==> src/rtl/pmode_ctrl.sv <==
module pmode_ctrl #(
  parameter int LP_DIV = 8,
  parameter int LOCK_W = 8
) (
  input  logic              clk,
  input  logic              rst_n,
  input  logic              cmd_wr,
  input  logic [2:0]        cmd_mode,
  input  logic              irq_fast,
  input  logic              irq_norm,
  input  logic              dma_req,
  input  logic              bus_grant,
  input  logic              aux_clk_on,
  input  logic              wake_key,
  input  logic              wake_rtc,
  input  logic              wake_ring,
  input  logic [LOCK_W-1:0] lock_cnt,
  output logic [2:0]        mode_o,
  output logic              cpu_half,
  output logic              cpu_clk_en,
  output logic              sys_clk_en,
  output logic              osc_en,
  output logic              pll_en,
  output logic              sdram_sr_req,
  output logic              bus_req
);

  localparam int DIV_W = (LP_DIV > 1) ? $clog2(LP_DIV) : 1;
  localparam logic [DIV_W-1:0] DIV_LAST = DIV_W'(LP_DIV - 1);
  localparam logic [2:0] C_RUN = 3'd0, C_SLOW = 3'd1, C_IDLE = 3'd2,
                         C_SLEEP = 3'd3, C_DEEP = 3'd4;

  typedef enum logic [2:0] {
    S_RUN = 3'd0, S_SLOW = 3'd1, S_IDLE = 3'd2,
    S_SLEEP = 3'd3, S_DEEP = 3'd4, S_LOCK = 3'd5
  } st_t;

  st_t st, st_n;
  logic ret_fast, ret_fast_n;
  logic [DIV_W-1:0] div_q;
  logic [LOCK_W-1:0] lk_q;
  logic [LOCK_W:0] lk_inc;

  wire lp_active   = (st == S_DEEP) || (st == S_LOCK);
  wire lp_tick     = lp_active && (div_q == DIV_LAST);
  wire wake        = wake_key | wake_rtc | wake_ring;
  wire release_bus = irq_fast | irq_norm | dma_req;
  wire park_ok     = bus_grant && !aux_clk_on;

  assign lk_inc = {1'b0, lk_q} + 1'b1;

  always_comb begin
    st_n = st;
    ret_fast_n = ret_fast;
    case (st)
      S_RUN:
        if (cmd_wr) begin
          if (cmd_mode == C_SLOW) st_n = S_SLOW;
          else if (cmd_mode == C_IDLE) begin
            st_n = S_IDLE;
            ret_fast_n = 1'b1;
          end
        end
      S_SLOW:
        if (cmd_wr) begin
          if (cmd_mode == C_RUN) st_n = S_RUN;
          else if (cmd_mode == C_IDLE) begin
            st_n = S_IDLE;
            ret_fast_n = 1'b0;
          end
        end
      S_IDLE:
        if (release_bus) st_n = ret_fast ? S_RUN : S_SLOW;
        else if (cmd_wr && park_ok) begin
          if (cmd_mode == C_SLEEP) st_n = S_SLEEP;
          else if (cmd_mode == C_DEEP) st_n = S_DEEP;
        end
      S_SLEEP:
        if (wake) begin
          st_n = S_IDLE;
          ret_fast_n = 1'b0;
        end
      S_DEEP:
        if (lp_tick && wake) begin
          st_n = S_LOCK;
          ret_fast_n = 1'b0;
        end
      S_LOCK:
        if (lp_tick && (lk_inc >= {1'b0, lock_cnt})) st_n = S_IDLE;
      default: st_n = S_RUN;
    endcase
  end

  always_ff @(posedge clk or negedge rst_n) begin
    if (!rst_n) begin
      st       <= S_RUN;
      ret_fast <= 1'b1;
      div_q    <= '0;
      lk_q     <= '0;
    end else begin
      st       <= st_n;
      ret_fast <= ret_fast_n;
      if (!lp_active || lp_tick) div_q <= '0;
      else div_q <= div_q + 1'b1;
      if (st != S_LOCK) lk_q <= '0;
      else if (lp_tick) lk_q <= lk_inc[LOCK_W-1:0];
    end
  end

  assign mode_o       = (st == S_LOCK) ? C_DEEP : st;
  assign cpu_half     = !((st == S_RUN) || ((st == S_IDLE) && ret_fast));
  assign cpu_clk_en   = (st == S_RUN) || (st == S_SLOW);
  assign sys_clk_en   = (st == S_RUN) || (st == S_SLOW) || (st == S_IDLE);
  assign osc_en       = (st != S_DEEP);
  assign pll_en       = (st != S_DEEP);
  assign sdram_sr_req = (st == S_SLEEP) || lp_active;
  assign bus_req      = (st == S_IDLE) || sdram_sr_req;

endmodule

==> config.mk <==
export PLATFORM = sky130hd
export DESIGN_NAME = pmode_ctrl
export DESIGN_NICKNAME = d
export VERILOG_FILES = /design/src/rtl/pmode_ctrl.sv
export SDC_FILE = /design/constraint.sdc
export NUM_CORES = 1
export LEC_CHECK = 0
export BUFFER_PORTS_ARGS = -buffer_cell sky130_fd_sc_hd__buf_2
export CAP_MARGIN = 40
export CORE_MARGIN = 2
export CORE_UTILIZATION = 45
export DETAILED_ROUTE_END_ITERATION = 8
export GPL_ROUTABILITY_DRIVEN = 0
export PLACE_DENSITY = 0.69
export SYNTH_ARGS = -nofsm -noshare
export SYNTH_HDL_FRONTEND = slang
export SYNTH_SLANG_ARGS = --single-unit
==> constraint.sdc <==
create_clock -name clk -period 2.9 [get_ports clk]
set_input_delay 0.145 -clock clk [delete_from_list [all_inputs] [get_ports clk]]
set_output_delay 0.145 -clock clk [all_outputs]
set_load 0.01 [all_outputs]
# Word level (Yosys, flattened, before mapping)
# Cells that the tools add are included.
dict set report totals {
  reg_bits 15
  input_bits 22
  out_inout_bits 10
  word_cells 83
}
dict set report op_classes {
  n_addsub 2
  n_lt_le_gt_ge 1
  eq_ne 23
  muxes 27
  bitwise 4
  n_reduce_logical 22
}
# cell n
set ops {}
lappend ops {{$mux 3} 14}
lappend ops {{$pmux 3 s6} 1}
lappend ops {{$mux 8} 2}
lappend ops {{$ne 2x2->1 const B} 7}
lappend ops {{$eq 3x2->1 const B} 4}
lappend ops {{$eq 3x3->1 const B} 4}
lappend ops {{$add 8x1->9 const B} 1}
lappend ops {{$ge 9x8->1} 1}
lappend ops {{$mux 1} 9}
lappend ops {{$ne 3x3->1 const B} 3}
lappend ops {{$reduce_and 9->1} 1}
lappend ops {{$logic_or 1x1->1} 7}
lappend ops {{$reduce_and 7->1} 1}
lappend ops {{$eq 3x1->1 const B} 2}
lappend ops {{$logic_and 1x1->1} 6}
lappend ops {{$logic_not 3->1} 2}
lappend ops {{$ne 2x1->1 const B} 2}
lappend ops {{$ne 4x4->1 const B} 1}
lappend ops {{$or 1x1->1} 4}
lappend ops {{$pmux 1 s4} 1}
lappend ops {{$reduce_bool 4->1} 1}
lappend ops {{$add 3x1->3 const B} 1}
lappend ops {{$logic_not 1->1} 3}
lappend ops {{$reduce_bool 2->1} 1}

# Depth between registers and ports, before layout
dict set report depth {
  ltp_word 6
  mapped_depth 10
  mapped_depth_nobuf 10
}

# Least setup slack after synthesis
# Ideal clock, no wire load.
dict set report synth_timing {
  path_kind {register -> register}
  start {reg lk_q[0]}
  end {reg st[0]}
  setup_time_ns 0.124
  t_arrival_ns 2.090
  required_time_ns 2.776
  path_slack_ns 0.686
  path_stages_with_launch 11
  n_path_buf 0
  synth_period_minus_slack_ns 2.214
  cell_sequence {dfrtp_1 and3_1 and3_2 and3_1 xor2_1 ha_1 nand3_1 nor2_1 a21oi_1 o2bb2ai_1 a211o_1}
}
dict set report synth_between {
  elab_chain_len 5
}
# item line_no
set synth_lines {}
lappend synth_lines {{start, declared} 41} ;# logic [LOCK_W-1:0] lk_q;
lappend synth_lines {{start signal, assigned} 106} ;# else if (lp_tick) lk_q <= lk_inc[LOCK_W-1:0];
lappend synth_lines {{$add 8x1->9} 50} ;# assign lk_inc = {1'b0, lk_q} + 1'b1;
lappend synth_lines {{$ge 9x8->1} 89} ;# if (lp_tick && (lk_inc >= {1'b0, lock_cnt})) st_n = S_IDLE;
lappend synth_lines {{$logic_and 1x1->1} 89}
lappend synth_lines {{$ne 2x1->1 (no line)} -}
lappend synth_lines {{$reduce_and 7->1 (no line)} -}
lappend synth_lines {{end signal, assigned} 101} ;# st <= st_n;
lappend synth_lines {{end, declared} 38} ;# st_t st, st_n;
# No other way between the ends.
# A chain may end at the register's enable or synchronous reset.

# Worst setup path after layout
dict set report layout_timing {
  start {reg lk_q[2]}
  end {reg st[0]}
}
# The elaborated chain is that of the path after synthesis.

==> metrics.txt <==
average detailed-routed wire length per instance=approximately 12 um; Remaining DRCs=0; GR Overflow Total=0; Antenna Nets Post-Route=0; antenna violations before repair=0; crit path launch type=flop; synthesized instance count=between 100 and 150; worst r2r src=lk_q[2]; routed wire length=approximately 2500 um; met1 track demand over resource=0.221; total area of sequential cells=around 380 um2; starting density of the core=0.464; antenna cells=0; post-route setup TNS=0 ps; final hold violation count=0; average vias per placed instance=5.47; required arrival time at the worst endpoint=~3000 ps; Worst Reg-to-Reg Cells=10; HP Start=aux_clk_on; First DRT Iteration DRCs=14; H-tree depth=1; Mapped Area=0.00126 mm2; Placeable Area=between 0.002 and 0.003 mm2; die width=56.9 um; Critical Path AT=around 2600 ps; global-route usage over all layers=0.174; Row Count=19; flop2flop setup slack=approximately 470 ps; Setup Crit Path Kind=reg2reg; standby leakage power=roughly 0.71 nW; count of final max-slew check failures=0; power density cells=~430 mW/mm2; fraction of registers with async set or reset after synthesis=1.00; largest fanout on the critical path=5; most used flip-flop cell after synthesis=sky130_fd_sc_hd__dfrtp_1; first-pass GRT wire length=4480 um; ratio of cells with drive above 1 in the final layout=0.263; largest net degree at the start of global routing=19; met3 track utilization from global routing=0.0530; Max Buffers Root-to-Sink=2; area of the multi-input gates=782 um2; total instance count after detailed placement=~200; global-route layer with the greatest usage=met2; Hold Crit Depth=3; clock insertion delay at the later pin of the skew report=290 ps; number of I/O port buffers=31; flops & latches, synth=15; final cycle utilization of the critical path=0.839; RSZ-0062 raised after global routing=no; Setup Buffers After CTS=0; most frequent cell after synthesis=sky130_fd_sc_hd__nand2_1; number of vias after detailed routing=1127; biggest area contributors in the synthesized netlist=sky130_fd_sc_hd__dfrtp_1, sky130_fd_sc_hd__ha_1, sky130_fd_sc_hd__xor2_1; worst min-delay path endpoint=st[2]; total of warnings raised by yosys=0; peak clock frequency supported by timing=around 410 MHz; cell type contributing the most total cell area after synthesis=sky130_fd_sc_hd__dfrtp_1; Resized cells post-CTS=0; sequential cell area fraction in the yosys report=0.299; detailed-router iteration count before antenna repair=4; Crit. End Element=flop; detailed placement HPWL=roughly 2000 um; clock slew at the register clock pins of the worst setup and hold paths=100 ps; top cell types by occurrence after synthesis=sky130_fd_sc_hd__nand2_1, sky130_fd_sc_hd__dfrtp_1, sky130_fd_sc_hd__nor2_1; maximum vdd ir drop=around 0.37 mV; fraction of post-synthesis cell area in the top cell type by area=0.278; relative slew slack=0.612; clock sink count=15; number of hold buffers added after CTS=1; Post-Route Skew=approximately 12 ps; number of distinct library cells after synthesis=45; I/O pins=32; final worst path period need=2430 ps; die outline height=between 50 and 60 um; Global Route met2 Usage=0.294; total of endpoints with negative setup slack in the final report=0; Clock Root Buffer=sky130_fd_sc_hd__clkbuf_4; TritonCTS clock tree=built; max-cap check violation count=0; syn avg cell area=roughly 8.6 um2; net total in the final layout=around 210; terminus of the critical flop-to-flop path=st[0]; non-filler cells, final=just over 200; count of flip-flops with a built-in enable after synthesis=0; area delta synth->final=14.3%; transition at the pin with the smallest max-transition slack=581 ps; vias in the first global route=1046; Die ar.=around 0.0032 mm2; class of the tightest hold or removal check=in2reg; run status=finished clean; Filler cells=between 200 and 300; number of buffers added by the clock tree synthesis step=3; post-synthesis net count=180
## sequential cells by signal (all words and copies together) (netlist names)
register  flops
lk_q          8
div_q         3
st            3
ret_fast      1
## how the worst max path moves through the flow
stage,slack (ps),cells after the start,to,from
after floorplan,690,10,st[0],lk_q[0]
after global placement,610,10,st[0],lk_q[0]
after detailed placement,530,10,st[0],lk_q[0]
after CTS,480,10,st[0],lk_q[0]
after global routing,350,10,st[0],lk_q[2]
final,470,10,st[0],lk_q[2]
## through the flow
| step | setup slack, ps | hold WS, ps | util | power [mW] | area, um2 |
|---|---|---|---|---|---|
| global placement | 605 | 56.6 | 0.516 | 0.494 | 1400 |
| floorplan | 686 | -151 | - | 0.436 | 1260 |
| global route | 350 | 219 | 0.531 | 0.667 | 1440 |
| detailed placement | 529 | 58.6 | 0.516 | 0.500 | 1400 |
| CTS | 485 | 191 | 0.531 | 0.627 | 1440 |
| finish | 467 | 195 | 0.531 | 0.620 | 1440 |
## cell usage in the layout, fill, tap and decap left out, types with 2 or more instances in the layout
cell type,instances
sky130_fd_sc_hd__nand3_2,2
sky130_fd_sc_hd__nand4_1,3
sky130_fd_sc_hd__inv_1,10
sky130_fd_sc_hd__or3b_1,2
sky130_fd_sc_hd__xor2_1,12
sky130_fd_sc_hd__nand2_1,15
sky130_fd_sc_hd__nand3b_1,2
sky130_fd_sc_hd__ha_1,11
sky130_fd_sc_hd__nor2_1,13
sky130_fd_sc_hd__mux2i_1,2
sky130_fd_sc_hd__a21oi_2,2
sky130_fd_sc_hd__nand3_1,3
sky130_fd_sc_hd__dfrtp_1,14
sky130_fd_sc_hd__and3_1,2
sky130_fd_sc_hd__xnor2_1,2
sky130_fd_sc_hd__nor3b_1,3
sky130_fd_sc_hd__buf_2,31
sky130_fd_sc_hd__clkbuf_4,3
sky130_fd_sc_hd__o21ai_0,5
sky130_fd_sc_hd__nor2b_1,2
sky130_fd_sc_hd__a21oi_1,10
sky130_fd_sc_hd__nor3_1,5
## critical path: stages, from the launching register on
cell                        delay, ps
sky130_fd_sc_hd__dfrtp_1          460
sky130_fd_sc_hd__and3_1           200
sky130_fd_sc_hd__and3_2           250
sky130_fd_sc_hd__and3_1           190
sky130_fd_sc_hd__xor2_1           140
sky130_fd_sc_hd__ha_1             290
sky130_fd_sc_hd__nand3_1           90
sky130_fd_sc_hd__a21oi_1          160
sky130_fd_sc_hd__a21oi_1           90
sky130_fd_sc_hd__o2bb2ai_1        160
sky130_fd_sc_hd__a211o_1          280
## layout make-up
cell class / count / share of cell area
Clock buffer: 3 / 0.0157
Multi-Input combinational cell: 112 / 0.543
Clock inverter: 1 / 0.00522
Timing Repair Buffer: 32 / 0.115
Tap cell: 31 / 0.0270
Inverter: 12 / 0.0322
Sequential cell: 15 / 0.262
## report_power, final
part	total, mW	switching, mW	internal [mW]	leakage [nW]
Combinational	0.222	0.121	0.100	0.488
Sequential	0.276	0.0430	0.233	0.204
Clock	0.123	0.0703	0.0525	0.0139
## cell families after synthesis
logic type / after synthesis / synth area share
DFF: 15 / 0.299
buffers and inverters: 20 / 0.0795
AOI/OAI and AO/OA: 29 / 0.163
muxes: 2 / 0.0159
adders and majority gates: 11 / 0.109
xor gates and xnor gates: 14 / 0.0974
and+or+nand+nor: 56 / 0.236
## layer usage
| metal | part of all wire | routed length [um] |
|---|---|---|
| met5 | 0 | 0 |
| met4 | 0.0040 | 10 |
| met3 | 0.043 | 108 |
| met2 | 0.49 | 1220 |
| met1 | 0.47 | 1170 |
(Power assumes the default switching activity.)
